`src/rtl/swrx_pkg.sv`:
```
package swrx_pkg;
  typedef struct packed {
    logic shift;      // take one serial bit
    logic latchChan;  // window opens: capture channel level
    logic load;       // move shift register into holding register
  } swrxStrobe_t;
endpackage

```
`src/rtl/swrx_sync.sv`:
```
module swrx_sync #(
  parameter int N_SIG  = 4,
  parameter int STAGES = 2
) (
  input  logic             clk,
  input  logic             rstN,
  input  logic [N_SIG-1:0] rawIn,
  output logic [N_SIG-1:0] syncOut,
  output logic [N_SIG-1:0] prevOut
);
  logic [STAGES-1:0][N_SIG-1:0] pipe;

  always_ff @(posedge clk or negedge rstN) begin
    if (!rstN) begin
      pipe    <= '0;
      prevOut <= '0;
    end else begin
      pipe[0] <= rawIn;
      for (int i = 1; i < STAGES; i++) pipe[i] <= pipe[i-1];
      prevOut <= pipe[STAGES-1];
    end
  end

  assign syncOut = pipe[STAGES-1];
endmodule

```
`src/rtl/swrx_ctrl.sv`:
```
module swrx_ctrl
  import swrx_pkg::*;
#(
  parameter int WORD_W = 24
) (
  input  logic        clk,
  input  logic        rstN,
  input  logic        bitS,
  input  logic        bitPrev,
  input  logic        frameS,
  input  logic        framePrev,
  input  logic        rdEn,
  input  logic        rdAddr,
  input  logic        cfgIntEnable,
  output swrxStrobe_t stb,
  output logic        ready,
  output logic        overrun,
  output logic        irq
);
  localparam int CNT_W = $clog2(WORD_W + 1);

  logic             busy;
  logic [CNT_W-1:0] bitCnt;
  logic             loadPend;
  logic             bitRise, frameRise, start, lastBit, dataRd, statRd;

  assign bitRise   = bitS & ~bitPrev;
  assign frameRise = frameS & ~framePrev;
  assign start     = frameRise & ~busy;
  assign dataRd    = rdEn & ~rdAddr;
  assign statRd    = rdEn & rdAddr;

  always_comb begin
    stb.shift     = bitRise & (busy | start);
    stb.latchChan = start;
    stb.load      = loadPend;
    lastBit       = stb.shift && (bitCnt == CNT_W'(WORD_W - 1));
  end

  always_ff @(posedge clk or negedge rstN) begin
    if (!rstN) begin
      busy     <= 1'b0;
      bitCnt   <= '0;
      loadPend <= 1'b0;
      ready    <= 1'b0;
      overrun  <= 1'b0;
      irq      <= 1'b0;
    end else begin
      if (lastBit)    busy <= 1'b0;
      else if (start) busy <= 1'b1;

      if (stb.shift) bitCnt <= lastBit ? '0 : bitCnt + 1'b1;

      loadPend <= lastBit;

      if (stb.load)   ready <= 1'b1;
      else if (dataRd) ready <= 1'b0;

      if (stb.load && ready) overrun <= 1'b1;
      else if (statRd)       overrun <= 1'b0;

      if (stb.load && cfgIntEnable) irq <= 1'b1;
      else if (dataRd)              irq <= 1'b0;
    end
  end

  assert_load_sets_ready_R5: assert property (@(posedge clk) disable iff (!rstN)
    stb.load |=> ready);
  assert_irq_implies_ready_R6: assert property (@(posedge clk) disable iff (!rstN)
    irq |-> ready);
  assert_cnt_in_window_R3: assert property (@(posedge clk) disable iff (!rstN)
    bitCnt < CNT_W'(WORD_W));
  assert_overrun_on_busy_ready_R9: assert property (@(posedge clk) disable iff (!rstN)
    (stb.load && ready) |=> overrun);
  assert_no_restart_midwindow_R10: assert property (@(posedge clk) disable iff (!rstN)
    (busy && frameRise && !stb.shift) |=> $stable(bitCnt));
endmodule

```
`src/rtl/swrx_dpath.sv`:
```
module swrx_dpath
  import swrx_pkg::*;
#(
  parameter int WORD_W = 24,
  parameter int FILL_W = 8
) (
  input  logic              clk,
  input  logic              rstN,
  input  swrxStrobe_t       stb,
  input  logic              dataS,
  input  logic              chanS,
  input  logic              cfgToggleMode,
  output logic [WORD_W-1:0] holdWord,
  output logic              holdLeft
);
  localparam int KEEP_W = WORD_W - FILL_W;

  logic [WORD_W-1:0] shiftReg;
  logic              chanLatched;
  logic              toggleFlag;

  always_ff @(posedge clk or negedge rstN) begin
    if (!rstN) begin
      shiftReg    <= '0;
      chanLatched <= 1'b0;
      toggleFlag  <= 1'b1;
      holdWord    <= '0;
      holdLeft    <= 1'b0;
    end else begin
      if (stb.shift)     shiftReg    <= {shiftReg[WORD_W-2:0], dataS};
      if (stb.latchChan) chanLatched <= chanS;
      if (stb.load) begin
        holdWord   <= {shiftReg[WORD_W-1:FILL_W], {FILL_W{1'b0}}};
        holdLeft   <= cfgToggleMode ? toggleFlag : chanLatched;
        toggleFlag <= ~toggleFlag;
      end
    end
  end

  assert_keep_upper_R4: assert property (@(posedge clk) disable iff (!rstN)
    stb.load |=> holdWord[WORD_W-1:FILL_W] == $past(shiftReg[WORD_W-1:FILL_W]));
  assert_toggle_flips_R8: assert property (@(posedge clk) disable iff (!rstN)
    stb.load |=> toggleFlag != $past(toggleFlag));
  assert_hold_stable_R9: assert property (@(posedge clk) disable iff (!rstN)
    !stb.load |=> $stable(holdWord));

  if (KEEP_W < 1) begin : g_badWidth
    initial $display("swrx_dpath: FILL_W leaves no kept bits");
  end
endmodule

```
`src/rtl/swrx_top.sv`:
```
module swrx_top
  import swrx_pkg::*;
#(
  parameter int WORD_W = 24,
  parameter int FILL_W = 8,
  parameter int STAGES = 2
) (
  input  logic        clk,
  input  logic        rstN,
  input  logic        bitClk,
  input  logic        frameStrobe,
  input  logic        chanSel,
  input  logic        serialData,
  input  logic        cfgIntEnable,
  input  logic        cfgToggleMode,
  input  logic        rdEn,
  input  logic        rdAddr,
  output logic [31:0] rdData,
  output logic        irq
);
  localparam int N_SIG = 4;
  localparam int PAD_W = 32 - WORD_W - 1;

  logic [N_SIG-1:0] syncV, prevV;
  swrxStrobe_t      stb;
  logic [WORD_W-1:0] holdWord;
  logic             holdLeft, ready, overrun;

  swrx_sync #(.N_SIG(N_SIG), .STAGES(STAGES)) u_sync (
    .clk(clk), .rstN(rstN),
    .rawIn({serialData, chanSel, frameStrobe, bitClk}),
    .syncOut(syncV), .prevOut(prevV)
  );

  swrx_ctrl #(.WORD_W(WORD_W)) u_ctrl (
    .clk(clk), .rstN(rstN),
    .bitS(syncV[0]), .bitPrev(prevV[0]),
    .frameS(syncV[1]), .framePrev(prevV[1]),
    .rdEn(rdEn), .rdAddr(rdAddr), .cfgIntEnable(cfgIntEnable),
    .stb(stb), .ready(ready), .overrun(overrun), .irq(irq)
  );

  swrx_dpath #(.WORD_W(WORD_W), .FILL_W(FILL_W)) u_dpath (
    .clk(clk), .rstN(rstN), .stb(stb),
    .dataS(syncV[3]), .chanS(syncV[2]), .cfgToggleMode(cfgToggleMode),
    .holdWord(holdWord), .holdLeft(holdLeft)
  );

  always_comb begin
    if (rdAddr) rdData = {29'd0, holdLeft, overrun, ready};
    else        rdData = {{PAD_W{1'b0}}, holdLeft, holdWord};
  end
endmodule

```
`config.mk`:
```
export PLATFORM = sky130hd
export DESIGN_NAME = swrx_top
export DESIGN_NICKNAME = d
export VERILOG_FILES = /design/src/rtl/swrx_pkg.sv /design/src/rtl/swrx_sync.sv /design/src/rtl/swrx_ctrl.sv /design/src/rtl/swrx_dpath.sv /design/src/rtl/swrx_top.sv
export SDC_FILE = /design/constraint.sdc
export NUM_CORES = 1
export LEC_CHECK = 0
export ABC_AREA = 1
export BUFFER_PORTS_ARGS = -buffer_cell sky130_fd_sc_hd__buf_2
export CORE_ASPECT_RATIO = 2
export CORE_MARGIN = 10
export CORE_UTILIZATION = 55
export DETAILED_ROUTE_END_ITERATION = 8
export HOLD_SLACK_MARGIN = 0.12
export PLACE_DENSITY_LB_ADDON = 0.08
export SYNTH_ARGS = -nofsm -noshare
export SYNTH_HDL_FRONTEND = slang
export SYNTH_SLANG_ARGS = --single-unit
export TNS_END_PERCENT = 30
```
`constraint.sdc`:
```
create_clock -name clk -period 1.4 [get_ports clk]
set_input_delay 0.28 -clock clk [delete_from_list [all_inputs] [get_ports clk]]
set_output_delay 0.28 -clock clk [all_outputs]
set_load 0.02 [all_outputs]
```
# Word-level counts from Yosys, hierarchy flattened
# Index checks and enable logic that the tools add are counted.
[word_totals]
register_bits = 63
in_bits = 10
out_inout_bits = 33
wordCells = 45
[op_classes]
addsub = 1
n_eq_ne = 1
mux = 10
n_bitwise = 12
reduce_logical = 7
[ops]
columns = ["op", "count"]
rows = [
  ["25-bit two-way mux", 1],
  ["1-bit two-way mux", 8],
  ["2-bit nonzero test", 4],
  ["1-bit bitwise AND", 6],
  ["5-bit by 1-bit adder with 5-bit output, second input constant", 1],
  ["5-bit == test, second input constant", 1],
  ["5-bit two-way mux", 1],
  ["1-bit NOT", 5],
  ["1-bit logical AND", 3],
  ["1-bit bitwise OR", 1],
]

# Depth between registers and ports, before layout
# Gate-level depths: netlist (run 1).
[logic_depth]
depth_word = 7
mapped_depth = 8
ltp_nobuf = 7

# By module
# Synthesis (run 1) repeated with hierarchy kept, for this count alone.
[unflattened]
cells_unflattened = 321
hier_area_um2 = 2877.8
[by_module_without_submodules]
columns = ["mod", "instances", "cells_per_inst", "area_per_inst_um2", "seq_area_each_um2"]
rows = [
  ["swrx_dpath", 1, 173, 1725.4, 1077.3],
  ["swrx_ctrl", 1, 67, 526.8, 250.2],
  ["swrx_sync", 1, 16, 330.3, 300.3],
  ["swrx_top", 1, 65, 295.3, 0.0],
]

# Least setup slack after synthesis (run 1)
# OpenSTA, ideal clock, no wires.
[synth_path]
path_type = "input -> output"
from = "input rdAddr"
to = "output rdData[14]"
arrival_time_ns = 0.776
required_ns = 1.120
setup_slack_ns = 0.344
path_stages = 2
n_path_buf = 1
cell_sequence = "clkbuf_1 -> nor2_1"
[synth_via]
elab_chain_len = 1
[synth_rtl]
columns = ["element", "line_no", "source"]
rows = [
  ["start, declared", "swrx_top.sv:17", "input logic rdAddr,"],
  ["25-bit two-way mux", "swrx_top.sv:50", "if (rdAddr) rdData = {29'd0, holdLeft, overrun, ready};"],
  ["end, declared", "swrx_top.sv:18", "output logic [31:0] rdData,"],
]
# No other way between the ends.

# Final worst setup path (run 1)
[layout_path]
from = "register u_dpath.holdLeft"
to = "output rdData[24]"
[layout_via]
elab_chain_len = 1
[layout_rtl]
columns = ["element", "line_no", "source"]
rows = [
  ["start, declared", "swrx_dpath.sv:14", "output logic holdLeft"],
  ["start signal, assigned", "swrx_dpath.sv:34", "holdLeft <= cfgToggleMode ? toggleFlag : chanLatched;"],
  ["25-bit two-way mux", "swrx_top.sv:50", ""],
]
# No other way between the ends.

==> results of run 1 <==
-- logic make-up after synthesis --
group	after synthesis	synth area share, %
DFF	63	60.80
buffers and inverters	56	11.14
AOI/OAI and AO/OA	25	4.822
other	1	0.1445
xor gates and xnor gates	1	0.3376
adders and majority gates	1	0.4821
and+or+nand+nor	143	22.28
-- routing by layer --
layer  GRT usage (%)  share of wire [%]  wire (um)  vias to the layer above
met3           4.194                7.9        344                        7
met1           13.99                 40       1766                      843
met2           19.23                 49       2160                       34
met4           6.478                2.2         96                        0
li1                -                  -          -                      931
met5               0                  0          0                        -
-- power breakdown --
group / switching [W] / internal (W)
combinational: 0.000277 / 0.000169
sequential: 0.000143 / 0.00202
clock: 0.000627 / 0.000626
-- repair_timing --
| item | CTS | global route |
|---|---|---|
| setup buffers | 0 | 0 |
| hold endpoints to repair | 16 | 0 |
| hold buffers | 5 | 0 |
| gates resized for setup | 0 | 0 |
-- cell type report --
class | count | area (um^2) | share of cell area (%)
Clock inverter | 5 | 25.02 | 0.8414
Inverter | 33 | 126.4 | 4.249
Sequential cell | 63 | 1578 | 53.05
Tap cell | 55 | 68.82 | 2.314
Multi-Input combinational cell | 182 | 769.5 | 25.87
Timing Repair Buffer | 40 | 275.3 | 9.255
Clock buffer | 11 | 131.4 | 4.417
-- final timing paths --
check                           cells past startpoint                  end              start  slack (ps)
worst min register to register                      0    u_sync.syncOut[2]     u_sync.pipe[2]         350
worst max-delay path                                3           rdData[24]   u_dpath.holdLeft         150
min in group asynchronous                           2  u_dpath.shiftReg[9]               rstN         410
worst max register to register                      7     u_ctrl.bitCnt[3]  u_sync.prevOut[1]         250
worst min-delay path                                3           u_ctrl.irq       cfgIntEnable         150
max in group asynchronous                           3   u_dpath.toggleFlag               rstN         490
-- critical path: cells and delay by family (launching register included) --
| kind | cells | cell delay [ps] |
|---|---|---|
| and+or+nand+nor | 1 | 40 |
| buffers and inverters | 2 | 240 |
| DFF | 1 | 370 |
-- flip-flops by register name, indices dropped and copies added, names as in the netlist --
signal,count
u_dpath.toggleFlag,1
u_ctrl.overrun,1
u_sync.prevOut,2
u_dpath.holdWord,16
u_sync.pipe,4
u_ctrl.ready,1
u_ctrl.bitCnt,5
u_sync.syncOut,4
u_dpath.holdLeft,1
u_ctrl.irq,1
u_dpath.shiftReg,24
u_ctrl.busy,1
u_dpath.chanLatched,1
u_ctrl.loadPend,1
-- stage by stage --
stage                     worst slack [ps]  instance area [um^2]  instances  hold slack [ps]  total power, W
after global placement               220.9                  2768        368            231.0        0.002624
after CTS                            124.5                  2974        389            137.9        0.003928
after floorplan                      344.3                  2636        301           -15.59        0.002513
after detailed placement             214.8                  2768        368            229.0        0.002635
final                                149.6                  2974        389            152.0        0.003860
after global routing                 62.18                  2974        389            151.7        0.004115
-- synth_stat cells --
cell type | instances | area (um^2)
nor2_4 | 1 | 11.26
conb_1 | 1 | 3.750
buf_4 | 14 | 105.1
inv_2 | 1 | 3.750
nor2_1 | 21 | 78.83
inv_1 | 31 | 116.4
nand3b_1 | 1 | 7.510
buf_8 | 1 | 15.01
nand4_1 | 3 | 18.77
nand2_2 | 1 | 6.260
buf_2 | 4 | 20.02
xor2_1 | 1 | 8.760
nand2_4 | 2 | 22.52
buf_6 | 1 | 11.26
dfstp_2 | 1 | 26.28
ha_1 | 1 | 12.51
a21oi_1 | 4 | 20.02
inv_4 | 1 | 6.260
o21ai_0 | 21 | 105.1
dfrtp_1 | 62 | 1551
nand3_1 | 4 | 20.02
clkbuf_1 | 3 | 11.26
nand2_1 | 110 | 412.9
==> flow_metrics.py, run 1 <==
metrics = {
    "floorplan": {
        "die_y_um": 117.1,
        "ios": 43,
        "rows": 35,
        "design.core.area_mm2": 0.004598,
        "dieArea_mm2": 0.008032,
        "die_x_um": 68.57,
        "start_util_pct": 56.44,
    },
    "timing": {
        "fmax_ghz": 0.7997,
        "final.period_utilization_pct": 89.32,
        "finalClockSkew_ps": 4.625,
        "maxSlewViolCount": 0,
        "timing_hold_violations_final": 0,
        "rsz0062_at_grt": "false",
        "setup_tns_ps": 0,
        "setup_violations": 0,
        "min_period_ps": 1250,
    },
    "layout": {
        "area_delta_synth_final_pct": 14.61,
        "fillerInstances": 427,
        "layout_commonest_cell": "nand2_1",
        "drive_above_1_share_pct": 16.77,
        "fin_nets": 340,
        "final_cell_mix": "nand2_1, dfrtp_1, inv_1",
        "n_antenna_cell": 0,
        "post-route-util_pct": 64.68,
    },
    "run_status": {
        "status": "completed",
    },
    "setup_path": {
        "cp.required_ps": 1120,
        "worstSetupPathType": "flop to output port",
        "worst-path-max-fanout": 2,
        "critical_path.max_stage_delay_ps": 370,
        "start_kind": "flop",
        "arrival_ps": 970,
        "endpoint_kind": "output port",
        "cpMaxStageDelayCell": "dfrtp_1",
        "cp_cell_sequence": "inv_1 -> nor2_1 -> buf_2",
    },
    "placement": {
        "hpwl_um": 3137,
        "globalplace.congestion": 0.7438,
        "numPortBuffers": 30,
    },
    "synth": {
        "yosys_warnings": 0,
        "syn_inst": 290,
        "yosysSeqAreaShare_pct": 60.80,
        "avgSynthCellArea_um2": 8.948,
        "synth-seq-cells": 63,
        "ys_types": 23,
        "synth_area_mm2": 0.002595,
    },
    "detailed_routing": {
        "firstDrtPassIters": 4,
        "avgRoutedWirePerCell_um": 11.23,
        "vias_per_cell": 4.666,
        "first_iter_violations": 48,
        "ant_nets": 0,
        "wirelength_um": 4367,
        "drc_errors": 0,
        "vias": 1815,
    },
    "global_route": {
        "grt_max_degree": 34,
        "grt_antenna_before_repair": 0,
        "track_usage_pct": 12.21,
        "grt_pass1_vias": 1794,
        "grt_overflow": 0,
        "grt_first_pass_wirelength_um": 7527,
    },
    "power_and_ir_drop": {
        "vdd_drop_max_uv": 1306,
        "power.leakage_nw": 1.660,
        "power_per_cell_area_mw_per_mm2": 1298,
    },
    "clock_network": {
        "clkSlewWorstSetupHoldPaths_ps": 60,
        "cts_tree": "done",
        "cts_root_buffer": "clkbuf_8",
        "cts.sinks": 63,
        "clockBufferDepth": 2,
        "h-tree-depth": 3,
        "numCtsBuffers": 9,
        "clk-insertion-delay-late_ps": 330,
    },
    "min_path": {
        "holdCritPathClass": "input pin to flop",
    },
    "flow_run": {
        "drv_cap": 0,
    },
}
(Power assumes the default switching activity.)
==> inputs of run 2 (changes only) <==
==> constraint.sdc (replaced) <==
create_clock -name clk -period 1.4 [get_ports clk]
set_input_delay 0.28 -clock clk [delete_from_list [all_inputs] [get_ports clk]]
set_output_delay 0.28 -clock clk [all_outputs]
set_load 0.01 [all_outputs]
==> run 2 against run 1 <==
Global-route usage rose by 1.4 points. Via count rose by 0.39%. Routed wire length rose by 3.5%. Fmax fell by 0.58%. Combinational power fell by 4.7%. Count of clock-buffer cells in the layout rose by 2. Non-clock buffer count did not move. Hold slack got worse by 13 ps. Clock skew rose by 5.3 ps. Largest cell class unchanged. First-iteration DRC count rose by 40%.
==> flow_metrics.py, run 2 (synthesized netlist as in run 1, its figures left out) <==
metrics = {
    "setup_path": {
        "cp_cell_sequence": "inv_1 -> nor2_1 -> buf_2",
        "r2r-start": "u_ctrl.bitCnt[0]",
        "arrival_ps": 980,
        "start_kind": "flop",
        "endpoint_kind": "output port",
        "critical_path.max_stage_delay_ps": 370,
        "cpMaxStageDelayCell": "dfrtp_1",
        "r2r-end": "u_ctrl.busy",
        "r2r_cells": 4,
        "cp-startpoint": "u_dpath.holdWord[10]",
        "cp.required_ps": 1120,
        "rrSetupSlack_ps": 230,
        "path_delay_family": "flip-flops",
        "worst-path-max-fanout": 2,
        "worstSetupPathType": "flop to output port",
        "cp.buffers_inverters": 2,
    },
    "min_path": {
        "holdCritPathClass": "input pin to flop",
        "hp-start": "cfgIntEnable",
        "min_path_cells": 3,
        "hold_end": "u_ctrl.irq",
    },
    "detailed_routing": {
        "avgRoutedWirePerCell_um": 11.62,
        "drc_errors": 0,
        "wirelength_um": 4521,
        "firstDrtPassIters": 4,
        "vias_per_cell": 4.684,
        "ant_nets": 0,
        "vias": 1822,
        "first_iter_violations": 67,
    },
    "clock_network": {
        "cts_root_buffer": "clkbuf_8",
        "clockBufferDepth": 2,
        "numCtsBuffers": 9,
        "cts.sinks": 63,
        "clkSlewWorstSetupHoldPaths_ps": 60,
        "clk-insertion-delay-late_ps": 350,
        "cts_resized": 0,
        "h-tree-depth": 3,
        "cts_tree": "done",
    },
    "layout": {
        "n_antenna_cell": 0,
        "fin_nets": 340,
        "regMostFlops": "u_dpath.shiftReg",
        "largest_registers": "u_dpath.shiftReg x24, u_dpath.holdWord x16, u_ctrl.bitCnt x5",
        "area_delta_synth_final_pct": 15.38,
        "largest_reg_flops": 24,
        "fillerInstances": 429,
        "layout_commonest_cell": "nand2_1",
        "drive_above_1_share_pct": 16.77,
        "final_cell_mix": "nand2_1, dfrtp_1, inv_1",
        "layoutNonFillerInstCount": 389,
        "post-route-util_pct": 65.12,
    },
    "floorplan": {
        "ios": 43,
        "rows": 35,
        "die_x_um": 68.57,
        "dieArea_mm2": 0.008032,
        "design.core.area_mm2": 0.004598,
        "start_util_pct": 56.44,
        "die_y_um": 117.1,
    },
    "timing": {
        "timing_hold_violations_final": 0,
        "maxSlewViolCount": 0,
        "final.period_utilization_pct": 89.84,
        "rsz0062_at_grt": "false",
        "setup_violations": 0,
        "setup_tns_ps": 0,
        "hold_ws_ps": 138.8,
        "min_period_ps": 1258,
        "finalClockSkew_ps": 9.944,
        "fmax_ghz": 0.7951,
        "layout_setup_ws_ps": 142.3,
    },
    "power_and_ir_drop": {
        "p_comb_share_pct": 10.7,
        "vdd_drop_max_uv": 956.6,
        "power_switching_share_pct": 26.62,
        "internal-power_w": 0.002920,
        "p_seq_share_pct": 54.4,
        "p_sw_w": 0.001059,
        "power.leakage_nw": 1.663,
        "pwr-share-clk_pct": 34.9,
        "power_per_cell_area_mw_per_mm2": 1329,
    },
    "placement": {
        "pre_cts_ws_ps": 247.2,
        "globalplace.congestion": 0.7484,
        "placedCellCount": 368,
        "numPortBuffers": 30,
        "hpwl_um": 3222,
    },
    "global_route": {
        "grt_overflow": 0,
        "grt_antenna_before_repair": 0,
        "grt_pass1_vias": 1883,
        "track_usage_pct": 13.57,
        "grt_first_pass_wirelength_um": 8066,
        "grt_max_degree": 34,
    },
    "run_status": {
        "status": "completed",
    },
    "flow_run": {
        "drv_cap": 0,
    },
}
==> run 2: metal layers <==
metal	track usage (%)	up-vias	wire, um
met2	22.14	40	2227
li1	-	930	-
met3	5.338	12	360
met5	0	-	0
met4	7.827	0	123
met1	14.10	840	1810
==> run 2: layout make-up <==
class / count / area, um^2 / area share, %
Clock buffer: 13 / 158.9 / 5.307
Clock inverter: 3 / 17.52 / 0.5850
Inverter: 33 / 126.4 / 4.221
Multi-Input combinational cell: 182 / 769.5 / 25.70
Sequential cell: 63 / 1578 / 52.70
Tap cell: 55 / 68.82 / 2.298
Timing Repair Buffer: 40 / 275.3 / 9.193
==> run 2: power by group through the flow <==
stage | combinational, W | sequential (W) | clock [W]
after detailed placement | 0.000425 | 0.00219 | 0
after global routing | 0.000515 | 0.00219 | 0.00154
after CTS | 0.000435 | 0.00216 | 0.00143
after floorplan | 0.000335 | 0.00216 | 0
after global placement | 0.000412 | 0.00219 | 0
final | 0.000425 | 0.00216 | 0.00139
==> run 2: worst max path at each step <==
stage | endpoint | cells after the start
6_report | rdData[10] | 3
4_1_cts | rdData[10] | 3
3_3_place_gp | u_ctrl.busy | 4
5_1_grt | rdData[10] | 3
2_1_floorplan | u_ctrl.bitCnt[0] | 8
3_5_place_dp | u_ctrl.busy | 4
==> run 2: timing repair <==
item                                   in CTS  in global routing
hold buffers                                5                  0
buffers inserted                            0                  0
endpoints found under the hold margin      16                  0
==> run 2: through the flow <==
stage	total power [W]	area, um^2
6_report	0.003979	2994
5_1_grt	0.004249	2994
4_1_cts	0.004032	2994
3_5_place_dp	0.002617	2768
3_3_place_gp	0.002607	2768
2_1_floorplan	0.002490	2636
==> run 2: worst register-to-register path: stages, from the launching register on <==
cell and delay (ps):
dfrtp_1 410, ha_1 220, nand4_1 180, nor2_1 190, a21oi_1 60
==> inputs of run 3 (changes only) <==
--- a/config.mk
+++ b/config.mk
@@ -13,6 +13,7 @@
 export DETAILED_ROUTE_END_ITERATION = 8
 export HOLD_SLACK_MARGIN = 0.12
 export PLACE_DENSITY_LB_ADDON = 0.08
+export SETUP_SLACK_MARGIN = 0.5
 export SYNTH_ARGS = -nofsm -noshare
 export SYNTH_HDL_FRONTEND = slang
 export SYNTH_SLANG_ARGS = --single-unit
==> run 3 against run 2 <==
Cell area up 13%. Via count up 9.9%. Routed wire length is 18% higher. Fmax down 0.24%. Register-to-register slack better by 40 ps. Sequential power barely moved. Clock skew fell by 2.9 ps. Count of clock-buffer cells in the layout is 2 lower. First-iteration DRC count rose by 37%. Die area stayed put. Global-route usage increased by 0.12 points. Hold slack improved by 40 ps.
==> flow_metrics.py, run 3 (synthesized netlist as in run 1, its figures left out) <==
metrics = {
    "detailed_routing": {
        "firstDrtPassIters": 4,
        "drc_errors": 0,
        "wirelength_um": 5337,
        "first_iter_violations": 92,
        "avgRoutedWirePerCell_um": 12.56,
        "vias_per_cell": 4.711,
        "vias": 2002,
        "ant_nets": 0,
    },
    "setup_path": {
        "start_kind": "flop",
        "cp.required_ps": 1120,
        "worstSetupPathType": "flop to output port",
        "arrival_ps": 980,
        "endpoint_kind": "output port",
        "worst-path-max-fanout": 2,
    },
    "global_route": {
        "busiest_layer": "met2",
        "grt_pass1_vias": 1986,
        "grt_overflow": 0,
        "track_usage_pct": 13.69,
        "grt_util_met3_pct": 4.194,
        "grt_max_degree": 45,
        "grt_antenna_before_repair": 0,
        "grt.met2_usage_pct": 23.62,
        "grt_first_pass_wirelength_um": 8362,
        "grt_use_met1_pct": 13.75,
    },
    "timing": {
        "setup_tns_ps": 0,
        "maxSlewViolCount": 0,
        "rsz0062_at_grt": "true",
        "min_period_ps": 1261,
        "finalClockSkew_ps": 7.049,
        "fmax_ghz": 0.7932,
        "setup_violations": 0,
        "final.period_utilization_pct": 90.05,
        "timing_hold_violations_final": 0,
    },
    "clock_network": {
        "numCtsBuffers": 9,
        "cts.sinks": 63,
        "h-tree-depth": 3,
        "clk-insertion-delay-late_ps": 340,
        "clockBufferDepth": 2,
        "clkSlewWorstSetupHoldPaths_ps": 70,
        "cts_tree": "done",
        "cts_root_buffer": "clkbuf_8",
    },
    "power_and_ir_drop": {
        "pwr-share-clk_pct": 41.7,
        "p_sw_w": 0.001152,
        "internal-power_w": 0.003483,
        "p_comb_share_pct": 11.7,
        "p_seq_share_pct": 46.6,
        "vdd_drop_max_uv": 959.4,
        "power_switching_share_pct": 24.86,
        "power.leakage_nw": 1.873,
        "power_per_cell_area_mw_per_mm2": 1369,
    },
    "layout": {
        "regMostFlops": "u_dpath.shiftReg",
        "layout_commonest_cell": "nand2_1",
        "drive_above_1_share_pct": 31.35,
        "post-route-util_pct": 73.66,
        "largest_registers": "u_dpath.shiftReg x24, u_dpath.holdWord x16, u_ctrl.bitCnt x5",
        "final_cell_mix": "nand2_1, dfrtp_1, buf_4",
        "n_antenna_cell": 0,
        "fin_nets": 376,
        "stdcell_area_mm2": 0.003387,
        "largest_reg_flops": 24,
        "area_delta_synth_final_pct": 30.52,
    },
    "floorplan": {
        "ios": 43,
        "die_x_um": 68.57,
        "rows": 35,
        "dieArea_mm2": 0.008032,
        "die_y_um": 117.1,
        "design.core.area_mm2": 0.004598,
        "start_util_pct": 56.44,
    },
    "min_path": {
        "holdCritPathClass": "input pin to flop",
    },
    "placement": {
        "post_dp_cell_area_mm2": 0.002755,
        "globalplace.congestion": 0.7435,
        "hpwl_um": 3139,
        "numPortBuffers": 30,
    },
    "run_status": {
        "status": "completed",
    },
    "flow_run": {
        "drv_cap": 0,
    },
}
run 3: cell count changes in the layout (fill, tap and decap cells not counted), sizes merged:
cell	previous run	this run
clkinvlp	1	2
buf	35	69
bufinv	0	3
clkbuf	13	11
run 3: power by group through the flow:
stage / clock (W) / sequential (W) / combinational [W]
global route: 0.00205 / 0.00218 / 0.000628
global placement: 0 / 0.00219 / 0.000405
floorplan: 0 / 0.00216 / 0.000336
CTS: 0.00196 / 0.00215 / 0.000487
finish: 0.00193 / 0.00216 / 0.000542
detailed placement: 0 / 0.00219 / 0.000417
run 3: critical path: stages, from the launching register on:
cell and delay, ps:
dfrtp_1 400, nand2_1 80, inv_1 40, buf_2 130
run 3: cell type report:
| type | instances | area (um^2) |
|---|---|---|
| flip-flops and latches | 63 | 1578 |
| clock inverters | 5 | 105.1 |
| inverters | 33 | 136.4 |
| repair buffers | 74 | 530.5 |
| fillers | 349 | 1211 |
| multi-input cells | 182 | 802.0 |
| clock buffers | 11 | 141.4 |
| well taps | 55 | 68.82 |
| repair inverters | 2 | 25.02 |
run 3: per-stage QoR:
stage	hold WS, ps	setup slack, ps	cells	total power, W
after floorplan	-15.59	349.4	301	0.002492
after global placement	293.9	252.9	368	0.002593
after detailed placement	294.4	251.5	368	0.002609
after CTS	142.8	130.6	408	0.004598
after global routing	174.1	85.74	425	0.004861
final	178.9	139.3	425	0.004635
run 3: path summary, 6_finish.rpt:
check / from / endpoint / slack [ps] / cells past startpoint
max in group asynchronous: rstN / u_dpath.toggleFlag / 660 / 3
worst min register to register: u_sync.pipe[2] / u_sync.syncOut[2] / 350 / 0
worst max register to register: u_dpath.holdWord[14] / u_dpath.holdWord[14] / 270 / 6
worst max-delay path: u_ctrl.overrun / rdData[1] / 140 / 3
worst min-delay path: cfgIntEnable / u_ctrl.irq / 180 / 3
min in group asynchronous: rstN / u_dpath.chanLatched / 450 / 3
run 3: timing repair:
action                                  4_1_cts  5_1_grt
gates cloned                                  0        2
hold endpoints to repair                     66        0
gates resized for setup                       6       26
pin swaps                                     3        2
endpoints found under the setup margin       70       71
hold buffers                                  5        0
buffers inserted                             19       15
run 3: per-layer routing:
layer | share of wire (%) | vias up
met5 | 0 | -
met2 | 53 | 39
met4 | 2.3 | 0
met3 | 7.1 | 12
li1 | - | 1000
met1 | 37 | 951
